**config.mk**
```make
export PLATFORM = sky130hd
export DESIGN_NAME = sfifo_pair
export DESIGN_NICKNAME = d
export VERILOG_FILES = /design/src/rtl/sfifo_pkg.sv /design/src/rtl/sfifo_ring.sv /design/src/rtl/sfifo_irq.sv /design/src/rtl/sfifo_pair.sv
export SDC_FILE = /design/constraint.sdc
export NUM_CORES = 1
export LEC_CHECK = 0
export BUFFER_PORTS_ARGS = -buffer_cell sky130_fd_sc_hd__clkbuf_2
export CAP_MARGIN = 20
export CORE_MARGIN = 2
export CORE_UTILIZATION = 55
export CTS_BUF_LIST = sky130_fd_sc_hd__clkbuf_4
export DETAILED_ROUTE_END_ITERATION = 6
export GPL_TIMING_DRIVEN = 0
export PLACE_DENSITY = 0.74
export SLEW_MARGIN = 10
export SYNTH_ARGS = -nofsm -noshare
export SYNTH_HDL_FRONTEND = slang
export SYNTH_SLANG_ARGS = --single-unit
```
**constraint.sdc**
```tcl
create_clock -name clk -period 5 [get_ports clk]
set_input_delay 0.5 -clock clk [delete_from_list [all_inputs] [get_ports clk]]
set_output_delay 0.5 -clock clk [all_outputs]
set_load 0.01 [all_outputs]
```
**src/rtl/sfifo_pkg.sv**
```systemverilog
package sfifo_pkg;
    localparam int DATA_W = 32;
    localparam int DEPTH  = 8;
    localparam int CNT_W  = $clog2(DEPTH + 1);
    localparam int PTR_W  = (DEPTH > 1) ? $clog2(DEPTH) : 1;
    localparam int NSRC   = 5;

    typedef enum int {
        SRC_TX_REFILL = 0,
        SRC_TX_OVF    = 1,
        SRC_RX_UNF    = 2,
        SRC_RX_OVF    = 3,
        SRC_RX_DRAIN  = 4
    } src_idx_e;

    typedef logic [DATA_W-1:0] frame_t;
    typedef logic [CNT_W-1:0]  cnt_t;

    typedef struct packed {
        logic tx_ovf;
        logic rx_ovf;
        logic rx_unf;
    } err_set_t;

    function automatic logic at_or_below(input cnt_t cnt, input cnt_t lvl);
        return cnt <= lvl;
    endfunction

    function automatic logic above_level(input cnt_t cnt, input cnt_t lvl);
        return {1'b0, cnt} >= ({1'b0, lvl} + 1'b1);
    endfunction
endpackage

```
**src/rtl/sfifo_ring.sv**
```systemverilog
module sfifo_ring
    import sfifo_pkg::*;
#(
    parameter int W = DATA_W,
    parameter int D = DEPTH
) (
    input  logic             clk,
    input  logic             rst,
    input  logic             push,
    input  logic [W-1:0]     push_data,
    input  logic             pop,
    output logic [W-1:0]     head,
    output logic [CNT_W-1:0] count,
    output logic             dropped,
    output logic             starved
);
    localparam int PW = (D > 1) ? $clog2(D) : 1;

    logic [W-1:0]  mem [D];
    logic [PW-1:0] wr_ptr, rd_ptr;
    logic          full, empty, push_ok, pop_ok;

    assign full    = (count == CNT_W'(D));
    assign empty   = (count == '0);
    assign push_ok = push && (!full || pop);
    assign pop_ok  = pop && (!empty || push);
    assign dropped = push && full && !pop;
    assign starved = pop && empty && !push;
    assign head    = empty ? push_data : mem[rd_ptr];

    function automatic logic [PW-1:0] step(input logic [PW-1:0] p);
        return (p == PW'(D - 1)) ? '0 : p + 1'b1;
    endfunction

    always_ff @(posedge clk) begin
        if (push_ok) mem[wr_ptr] <= push_data;
    end

    always_ff @(posedge clk) begin
        if (rst) begin
            wr_ptr <= '0;
            rd_ptr <= '0;
            count  <= '0;
        end else begin
            if (push_ok) wr_ptr <= step(wr_ptr);
            if (pop_ok)  rd_ptr <= step(rd_ptr);
            case ({push_ok, pop_ok})
                2'b10:   count <= count + 1'b1;
                2'b01:   count <= count - 1'b1;
                default: count <= count;
            endcase
        end
    end

    AST_CNT_BOUND: assert property (@(posedge clk) disable iff (rst)
        count <= CNT_W'(D)) else $error("count beyond depth");
    AST_FULL_SWAP: assert property (@(posedge clk) disable iff (rst)
        (full && push && pop) |=> count == CNT_W'(D)) else $error("full swap moved count");
    AST_EMPTY_PASS: assert property (@(posedge clk) disable iff (rst)
        (empty && push && pop) |=> count == '0) else $error("empty pass moved count");
    AST_DROP_HOLD: assert property (@(posedge clk) disable iff (rst)
        dropped |=> count == CNT_W'(D)) else $error("drop changed count");
endmodule

```
**src/rtl/sfifo_irq.sv**
```systemverilog
module sfifo_irq
    import sfifo_pkg::*;
(
    input  logic            clk,
    input  logic            rst,
    input  cnt_t            tx_count,
    input  cnt_t            rx_count,
    input  cnt_t            tx_thresh,
    input  cnt_t            rx_thresh,
    input  cnt_t            dma_tx_lvl,
    input  cnt_t            dma_rx_lvl,
    input  logic            dma_tx_en,
    input  logic            dma_rx_en,
    input  err_set_t        err_set,
    input  logic            clr_txo,
    input  logic            clr_rxo,
    input  logic            clr_rxu,
    input  logic [NSRC-1:0] irq_en,
    output logic [NSRC-1:0] irq_raw,
    output logic [NSRC-1:0] irq_masked,
    output logic            irq,
    output logic            dma_tx_req,
    output logic            dma_rx_req
);
    err_set_t sticky;

    always_ff @(posedge clk) begin
        if (rst) begin
            sticky <= '0;
        end else begin
            sticky.tx_ovf <= err_set.tx_ovf | (sticky.tx_ovf & ~clr_txo);
            sticky.rx_ovf <= err_set.rx_ovf | (sticky.rx_ovf & ~clr_rxo);
            sticky.rx_unf <= err_set.rx_unf | (sticky.rx_unf & ~clr_rxu);
        end
    end

    always_comb begin
        irq_raw                = '0;
        irq_raw[SRC_TX_REFILL] = at_or_below(tx_count, tx_thresh);
        irq_raw[SRC_TX_OVF]    = sticky.tx_ovf;
        irq_raw[SRC_RX_UNF]    = sticky.rx_unf;
        irq_raw[SRC_RX_OVF]    = sticky.rx_ovf;
        irq_raw[SRC_RX_DRAIN]  = above_level(rx_count, rx_thresh);
    end

    assign irq_masked = irq_raw & irq_en;
    assign irq        = |irq_masked;
    assign dma_tx_req = dma_tx_en && at_or_below(tx_count, dma_tx_lvl);
    assign dma_rx_req = dma_rx_en && above_level(rx_count, dma_rx_lvl);

    AST_TXO_STICKY: assert property (@(posedge clk) disable iff (rst)
        (sticky.tx_ovf && !clr_txo) |=> sticky.tx_ovf) else $error("txo lost");
    AST_TXO_CLEAR: assert property (@(posedge clk) disable iff (rst)
        (clr_txo && !err_set.tx_ovf) |=> !sticky.tx_ovf) else $error("txo not cleared");
    AST_RXO_STICKY: assert property (@(posedge clk) disable iff (rst)
        (sticky.rx_ovf && !clr_rxo) |=> sticky.rx_ovf) else $error("rxo lost");
    AST_RXU_STICKY: assert property (@(posedge clk) disable iff (rst)
        (sticky.rx_unf && !clr_rxu) |=> sticky.rx_unf) else $error("rxu lost");
    AST_RXU_SET_WINS: assert property (@(posedge clk) disable iff (rst)
        err_set.rx_unf |=> sticky.rx_unf) else $error("rxu set missed");
    AST_IRQ_QUIET: assert property (@(posedge clk) disable iff (rst)
        (irq_en == '0) |-> !irq) else $error("irq with all disabled");
    AST_DMA_TX_GATE: assert property (@(posedge clk) disable iff (rst)
        !dma_tx_en |-> !dma_tx_req) else $error("tx dma ungated");
    AST_DMA_RX_GATE: assert property (@(posedge clk) disable iff (rst)
        !dma_rx_en |-> !dma_rx_req) else $error("rx dma ungated");
endmodule

```
**src/rtl/sfifo_pair.sv**
```systemverilog
module sfifo_pair
    import sfifo_pkg::*;
(
    input  logic              clk,
    input  logic              rst,
    input  logic              bus_wr,
    input  logic [DATA_W-1:0] bus_wdata,
    input  logic              bus_rd,
    output logic [DATA_W-1:0] bus_rdata,
    input  logic              sh_tx_pop,
    output logic [DATA_W-1:0] sh_tx_data,
    input  logic              sh_rx_push,
    input  logic [DATA_W-1:0] sh_rx_data,
    input  logic [CNT_W-1:0]  tx_thresh,
    input  logic [CNT_W-1:0]  rx_thresh,
    input  logic [CNT_W-1:0]  dma_tx_lvl,
    input  logic [CNT_W-1:0]  dma_rx_lvl,
    input  logic              dma_tx_en,
    input  logic              dma_rx_en,
    input  logic [NSRC-1:0]   irq_en,
    input  logic              clr_txo,
    input  logic              clr_rxo,
    input  logic              clr_rxu,
    output logic [CNT_W-1:0]  tx_count,
    output logic [CNT_W-1:0]  rx_count,
    output logic [NSRC-1:0]   irq_raw,
    output logic [NSRC-1:0]   irq_masked,
    output logic              irq,
    output logic              dma_tx_req,
    output logic              dma_rx_req
);
    frame_t   rx_head;
    err_set_t err_set;
    logic     tx_starved_unused;
    logic     rx_dropped, rx_starved, tx_dropped;

    sfifo_ring #(.W(DATA_W), .D(DEPTH)) u_tx (
        .clk(clk), .rst(rst),
        .push(bus_wr), .push_data(bus_wdata),
        .pop(sh_tx_pop), .head(sh_tx_data),
        .count(tx_count), .dropped(tx_dropped), .starved(tx_starved_unused)
    );

    sfifo_ring #(.W(DATA_W), .D(DEPTH)) u_rx (
        .clk(clk), .rst(rst),
        .push(sh_rx_push), .push_data(sh_rx_data),
        .pop(bus_rd), .head(rx_head),
        .count(rx_count), .dropped(rx_dropped), .starved(rx_starved)
    );

    assign err_set = '{tx_ovf: tx_dropped, rx_ovf: rx_dropped, rx_unf: rx_starved};

    always_ff @(posedge clk) begin
        if (rst)         bus_rdata <= '0;
        else if (bus_rd) bus_rdata <= rx_starved ? '0 : rx_head;
    end

    sfifo_irq u_irq (
        .clk(clk), .rst(rst),
        .tx_count(tx_count), .rx_count(rx_count),
        .tx_thresh(tx_thresh), .rx_thresh(rx_thresh),
        .dma_tx_lvl(dma_tx_lvl), .dma_rx_lvl(dma_rx_lvl),
        .dma_tx_en(dma_tx_en), .dma_rx_en(dma_rx_en),
        .err_set(err_set),
        .clr_txo(clr_txo), .clr_rxo(clr_rxo), .clr_rxu(clr_rxu),
        .irq_en(irq_en),
        .irq_raw(irq_raw), .irq_masked(irq_masked), .irq(irq),
        .dma_tx_req(dma_tx_req), .dma_rx_req(dma_rx_req)
    );

    AST_UNF_ZERO: assert property (@(posedge clk) disable iff (rst)
        (bus_rd && rx_count == '0 && !sh_rx_push) |=> bus_rdata == '0) else $error("underflow data");
    AST_RDATA_HOLD: assert property (@(posedge clk) disable iff (rst)
        !bus_rd |=> $stable(bus_rdata)) else $error("rdata moved");
    AST_TXO_FROM_FULL: assert property (@(posedge clk) disable iff (rst)
        $rose(irq_raw[SRC_TX_OVF]) |-> $past(tx_count) == CNT_W'(DEPTH)) else $error("txo when not full");
endmodule

```
==> results of run 1 <==
-- power breakdown --
part	total (mW)	internal, mW	leakage [nW]	switching (mW)
registers	5.63	5.47	5.15	0.156
clock network	4.01	2.15	1.11	1.86
logic	2.86	1.13	3.32	1.74
-- state kept, by name, summed over array words and instances, names as in the netlist, named ones only --
signal and count:
u_irq.irq_raw 3, u_rx.wr_ptr 3, u_tx.rd_ptr 3, u_rx.count 4, u_tx.mem 256, bus_rdata 32, u_tx.wr_ptr 3, u_rx.rd_ptr 3
u_tx.count 4, u_rx.mem 256
-- synthesized netlist by cell type (4+ instances only) --
| library cell | number | area (um2) |
|---|---|---|
| nand3_1 | 6 | 30.0 |
| o2bb2ai_1 | 31 | 272 |
| inv_1 | 22 | 82.6 |
| a31oi_1 | 4 | 25.0 |
| nor3_1 | 10 | 50.1 |
| a221oi_1 | 31 | 272 |
| nand2b_1 | 7 | 43.8 |
| nor4_1 | 33 | 206 |
| mux4_2 | 64 | 1440 |
| nor2b_1 | 8 | 50.1 |
| clkbuf_1 | 49 | 184 |
| buf_6 | 5 | 56.3 |
| xor2_1 | 8 | 70.1 |
| or3_1 | 7 | 43.8 |
| edfxtp_1 | 512 | 15400 |
| nand3b_1 | 33 | 248 |
| a21oi_2 | 30 | 263 |
| buf_1 | 4 | 15.0 |
| dfxtp_1 | 61 | 1220 |
| nand2_1 | 16 | 60.1 |
| ha_1 | 32 | 400 |
| buf_2 | 25 | 125 |
| a21oi_1 | 51 | 255 |
| mux2i_1 | 136 | 1360 |
| nor2_1 | 87 | 327 |
| o21ai_0 | 74 | 370 |
-- per-layer routing --
layer  global-route usage [%]  up-vias
li1                         -     6487
met1                     31.3     7052
met2                     42.9      642
met3                     5.53      122
met4                     10.1        2
met5                        0        -
-- cells by family after synthesis --
kind of cell             after synthesis
multiplexers                         202
XOR/XNOR                              10
adder cells (fa/ha/maj)               32
AO/OA/AOI/OAI                        236
buffers and inverters                109
AND/OR/NAND/NOR                      222
flip-flops                           573
-- worst min-delay path by stage --
stage               slack [ns]           start  depth (start not counted)             end
detailed placement        0.47   bus_rdata[27]                          2   bus_rdata[27]
finish                    0.11       sh_tx_pop                          4  u_tx.rd_ptr[1]
floorplan                 0.45  u_tx.rd_ptr[1]                          2            flop
global route              0.06       sh_tx_pop                          4  u_tx.rd_ptr[1]
CTS                       0.03       sh_tx_pop                          4  u_tx.rd_ptr[1]
global placement          0.46   bus_rdata[18]                          2   bus_rdata[18]
-- worst max-delay path, stage by stage (launching register included) --
cell      delay (ns)
dfxtp_1         0.30
clkbuf_1        0.50
clkbuf_1        0.67
mux4_2          0.34
mux2i_1         0.07
a21oi_1         0.32
clkbuf_2        0.20
-- metrics by stage --
step                      util, %  instance area (um2)  cells  total power, mW
after CTS                    66.8                27900   2480             12.6
after global routing         66.8                27900   2482             13.1
after floorplan                 -                23100   1384             7.45
after global placement       59.2                24700   2101             8.43
final                        66.8                27900   2482             12.5
after detailed placement     60.6                25300   2147             8.54
-- layout make-up --
cell class | instances | area [um2] | share of cell area, %
clock buffers | 203 | 1520 | 5.46
flip-flops and latches | 573 | 16600 | 59.5
inverters | 23 | 86.3 | 0.309
clock inverters | 61 | 390 | 1.40
plain buffers | 86 | 403 | 1.44
multi-input cells | 702 | 6160 | 22.1
repair buffers | 293 | 2060 | 7.40
well taps | 539 | 674 | 2.42
diodes | 2 | 5.00 | 0.0179
-- cell usage in the layout, fill, tap and decap left out, types with 32 or more instances in the layout --
master           n
a21oi_1         51
o21ai_0         74
dfxtp_1         61
clkbuf_1        49
edfxtp_1       512
ha_1            32
clkinv_1        41
mux2i_1        136
clkbuf_4       203
clkbuf_2       178
dlygate4sd3_1   69
nand3b_1        33
mux4_2          64
nor2_1          81
==> results.py, run 1 <==
metrics = {
    "outcome": {
        "status": "complete, no violations",
    },
    "setup_path": {
        "path_class": "flop to output pin",
        "required_ns": 4.50,
        "cp-end-kind": "output pin",
        "path_max_fanout": 10,
        "critPathLaunchType": "flop",
        "worst_r2r_path_depth": 8,
        "reg2reg_from": "u_rx.count[2]",
        "r2r_setup_slack_ns": 1.80,
        "reg2reg_to": "u_rx.mem[1][9]",
        "critPathArrivalTime_ns": 3.21,
        "endpoint": "sh_tx_data[9]",
    },
    "global_routing": {
        "grt_pass1_wl_um": 82900,
        "grt_pass1_vias": 14900,
        "grt_max_degree": 23,
        "grt_usage_pct": 25.1,
        "overflow": 0,
        "antenna_found_initial": 3,
    },
    "run": {
        "max_cap_viol_count": 0,
    },
    "synth": {
        "synth_cell_types": 48,
        "syn_nets": 1512,
        "synthesis.area_mm2": 0.0231,
        "ys.flop_type": "edfxtp_1",
        "synth_edf_count": 512,
        "syn_avg_cell_area_um2": 16.7,
        "muxShareOfSynthArea_pct": 12.2,
        "synth_top_family_by_area": "multiplexers",
        "seq_area_frac_synth_pct": 71.7,
        "ys_async_sr_fraction_pct": 0,
        "synth_warnings": 0,
        "synth_xor_area_share_pct": 0.378,
        "ys_seq_elements": 573,
        "synth_compound_area_share_pct": 6.82,
        "synthSimpleGateAreaFrac_pct": 5.04,
        "synthAdderAreaFrac_pct": 1.73,
        "netlist_instances": 1384,
    },
    "drt": {
        "antenna_left": 0,
        "drt-wirelength-per-cell_um": 21.8,
        "wl_met3_um": 4020,
        "dr_total_vias": 14300,
        "drt_iter0_markers": 1195,
        "totalWireLength_um": 54100,
        "viasPerCell": 5.76,
        "drc": 0,
        "drt-met1-wl_um": 21100,
        "drt-pass1-iter-count": 7,
        "highest_layer": "met5",
        "dr_wl_met2_um": 27400,
    },
    "sta": {
        "fmax_mhz": 270,
        "whs_ns": 0.110,
        "fin_crit_sh_pct": 74.2,
        "timing.final.ws_setup_ns": 1.29,
        "post-route-min-period_ns": 3.71,
        "rsz0062_at_grt": "no",
        "setup-tns-final_ns": 0,
        "worst_pin_slew_ns": 0.952,
        "maxSlewHeadroom_pct": 36.2,
        "fin_worst_skew_ns": 0.0363,
        "hold_viol": 0,
        "final_max_slew_viol_count": 0,
        "setup-violations-final": 0,
    },
    "cts": {
        "cts_setup_buffers": 0,
        "clock_latency_ns": 0.84,
        "cts-resized-gates": 0,
        "cts_made_buffers": 145,
        "cts-root-buf": "clkbuf_4",
        "cts-hold-fix-buffers": 69,
        "htreeDepth": 4,
        "cts.sinks": 573,
        "tritoncts": "done",
        "clk_pin_slew_ns": 0.06,
        "cts_buffer_depth": 3,
    },
    "placed_design": {
        "gp_congestion": 0.799,
        "dpl.hpwl_um": 34300,
        "post-place-ws_ns": 1.43,
        "port_buffers": 178,
    },
    "die": {
        "row_count": 75,
        "core_area_mm2": 0.0418,
        "dieArea_mm2": 0.0437,
        "dieHeight_um": 209,
        "ios": 181,
        "initial_core_util_pct": 55.4,
        "die_w_um": 209,
    },
    "final_layout": {
        "final_net_count": 1952,
        "nFillCells": 2900,
        "syn_to_final_growth_pct": 20.5,
        "layout-drive-gt1-share_pct": 31.0,
    },
    "power_and_ir_drop": {
        "power.density_mw_per_mm2": 448,
        "peakVddDrop_mv": 0.302,
        "p_leak_nw": 9.58,
    },
    "hold_path": {
        "hold_class": "primary input to flop",
    },
}
Note: power is estimated with default switching activity, not from simulation.
==> inputs of run 2 (changes only) <==
--- a/config.mk
+++ b/config.mk
@@ -12,7 +12,7 @@
 export CTS_BUF_LIST = sky130_fd_sc_hd__clkbuf_4
 export DETAILED_ROUTE_END_ITERATION = 6
 export GPL_TIMING_DRIVEN = 0
-export PLACE_DENSITY = 0.74
+export PLACE_DENSITY = 0.71
 export SLEW_MARGIN = 10
 export SYNTH_ARGS = -nofsm -noshare
 export SYNTH_HDL_FRONTEND = slang
==> constraint.sdc (replaced) <==
create_clock -name clk -period 3.68 [get_ports clk]
set_input_delay 0.368 -clock clk [delete_from_list [all_inputs] [get_ports clk]]
set_output_delay 0.368 -clock clk [all_outputs]
set_load 0.01 [all_outputs]
==> results.py, run 2 (synthesized netlist as in run 1, its figures left out) <==
metrics = {
    "final_layout": {
        "final_cell_mix": "edfxtp_1, clkbuf_4, clkbuf_2, mux2i_1, nor2_1",
        "layout-drive-gt1-share_pct": 31.4,
        "reg.largest.list": "u_rx.mem (256), u_tx.mem (256), bus_rdata (32)",
        "syn_to_final_growth_pct": 21.5,
        "layout_commonest_cell": "edfxtp_1",
        "final_net_count": 1945,
    },
    "die": {
        "core_area_mm2": 0.0418,
        "row_count": 75,
        "dieHeight_um": 209,
        "ios": 181,
        "die_w_um": 209,
        "dieArea_mm2": 0.0437,
        "initial_core_util_pct": 55.4,
    },
    "cts": {
        "tritoncts": "done",
        "clock_latency_ns": 0.85,
        "cts_setup_buffers": 0,
        "cts-root-buf": "clkbuf_4",
        "cts.sinks": 573,
        "cts_buffer_depth": 3,
        "cts_made_buffers": 146,
        "clk_pin_slew_ns": 0.07,
        "htreeDepth": 4,
    },
    "outcome": {
        "status": "complete, no violations",
    },
    "power_and_ir_drop": {
        "p_leak_nw": 9.64,
        "power.density_mw_per_mm2": 618,
        "peakVddDrop_mv": 0.418,
        "power_mw": 17.4,
    },
    "global_routing": {
        "grt_usage_pct": 24.7,
        "grt_pass1_wl_um": 81700,
        "overflow": 0,
        "grt_pass1_vias": 14600,
        "grt_max_degree": 24,
        "antenna_found_initial": 2,
    },
    "drt": {
        "viasPerCell": 5.75,
        "totalWireLength_um": 53200,
        "highest_layer": "met5",
        "dr_total_vias": 14200,
        "drt_iter0_markers": 972,
        "drt-pass1-iter-count": 7,
        "wl_met3_um": 3530,
        "drc": 0,
        "dr_wl_met2_um": 27400,
        "drt-met1-wl_um": 21300,
        "antenna_left": 0,
        "drt-wirelength-per-cell_um": 21.6,
    },
    "sta": {
        "setup-violations-final": 0,
        "maxSlewHeadroom_pct": 32.1,
        "fin_worst_skew_ns": 0.0596,
        "rsz0062_at_grt": "yes",
        "post-route-min-period_ns": 3.47,
        "fin_crit_sh_pct": 94.2,
        "final_max_slew_viol_count": 0,
        "timing.final.ws_setup_ns": 0.215,
        "fmax_mhz": 289,
        "hold_viol": 0,
        "worst_pin_slew_ns": 1.02,
    },
    "hold_path": {
        "holdPathStages": 3,
        "hold_class": "primary input to flop",
    },
    "placed_design": {
        "port_buffers": 178,
        "post-place-ws_ns": 0.331,
        "gp_congestion": 0.789,
        "dpl.hpwl_um": 33500,
    },
    "setup_path": {
        "cp-end-kind": "output pin",
        "path_max_fanout": 10,
        "path_class": "flop to output pin",
        "critPathLaunchType": "flop",
        "critPathArrivalTime_ns": 3.10,
        "worst_r2r_path_depth": 11,
        "required_ns": 3.31,
    },
    "run": {
        "max_cap_viol_count": 0,
    },
}
[run 2: changes by cell type in the layout (fill, tap and decap cells not counted), sizes merged]
cell	previous run	this run
clkinv	47	26
dlygate4sd3	69	71
bufinv	5	9
clkbuf	430	443
diode	2	1
buf	83	75
inv	27	25
clkinvlp	5	2
[run 2: worst paths after layout]
check | start | endpoint | slack (ns)
max reg2reg | u_tx.count[1] | u_tx.count[2] | 0.50
min reg2reg | bus_rdata[16] | bus_rdata[16] | 0.48
min | sh_rx_push | bus_rdata[0] | 0.11
max | flop | sh_tx_data[18] | 0.21
[run 2: critical path, stage by stage, from the launching register on]
cell,delay (ns)
dfxtp_1,0.30
clkbuf_1,0.45
buf_1,0.61
mux4_2,0.40
mux2i_1,0.27
a21oi_1,0.11
clkbuf_2,0.13
[run 2: final cells by class]
| cell class | count | area [um2] |
|---|---|---|
| clock buffer | 218 | 1640 |
| inverter | 23 | 86.3 |
| buffer | 85 | 400 |
| multi-input combinational | 702 | 6200 |
| sequential | 573 | 16600 |
| fill | 2942 | 13600 |
| timing repair buffer | 286 | 2110 |
| tap | 539 | 674 |
| antenna | 1 | 2.50 |
| clock inverter | 39 | 402 |
[run 2: report_power, final]
group	internal, mW	switching (mW)	total, mW
clock network	3.34	2.50	5.84
registers	7.43	0.213	7.64
logic	1.54	2.36	3.90
[run 2: layer usage]
layer | GRT usage [%] | vias up
met5 | 0 | -
met2 | 42.5 | 547
met3 | 5.80 | 82
met1 | 31.1 | 7093
li1 | - | 6465
met4 | 8.13 | 2
[run 2: repair_timing]
| item | 4_1_cts | 5_1_grt |
|---|---|---|
| hold endpoints to repair | 555 | 0 |
| hold buffers | 71 | 0 |
| gates resized for setup | 0 | 3 |
| endpoints found under the setup margin | 0 | 5 |
[run 2: per-stage QoR]
step	util [%]	hold slack (ns)	instance area (um2)	TNS [ns]	instances
global route	67.3	0.0566	28100	-0.0158	2466
detailed placement	60.7	0.469	25400	0	2138
finish	67.3	0.112	28100	0	2466
global placement	59.2	0.462	24700	-634.65	2101
CTS	67.3	0.0304	28100	0	2466
floorplan	-	0.450	23200	-10.72	1384
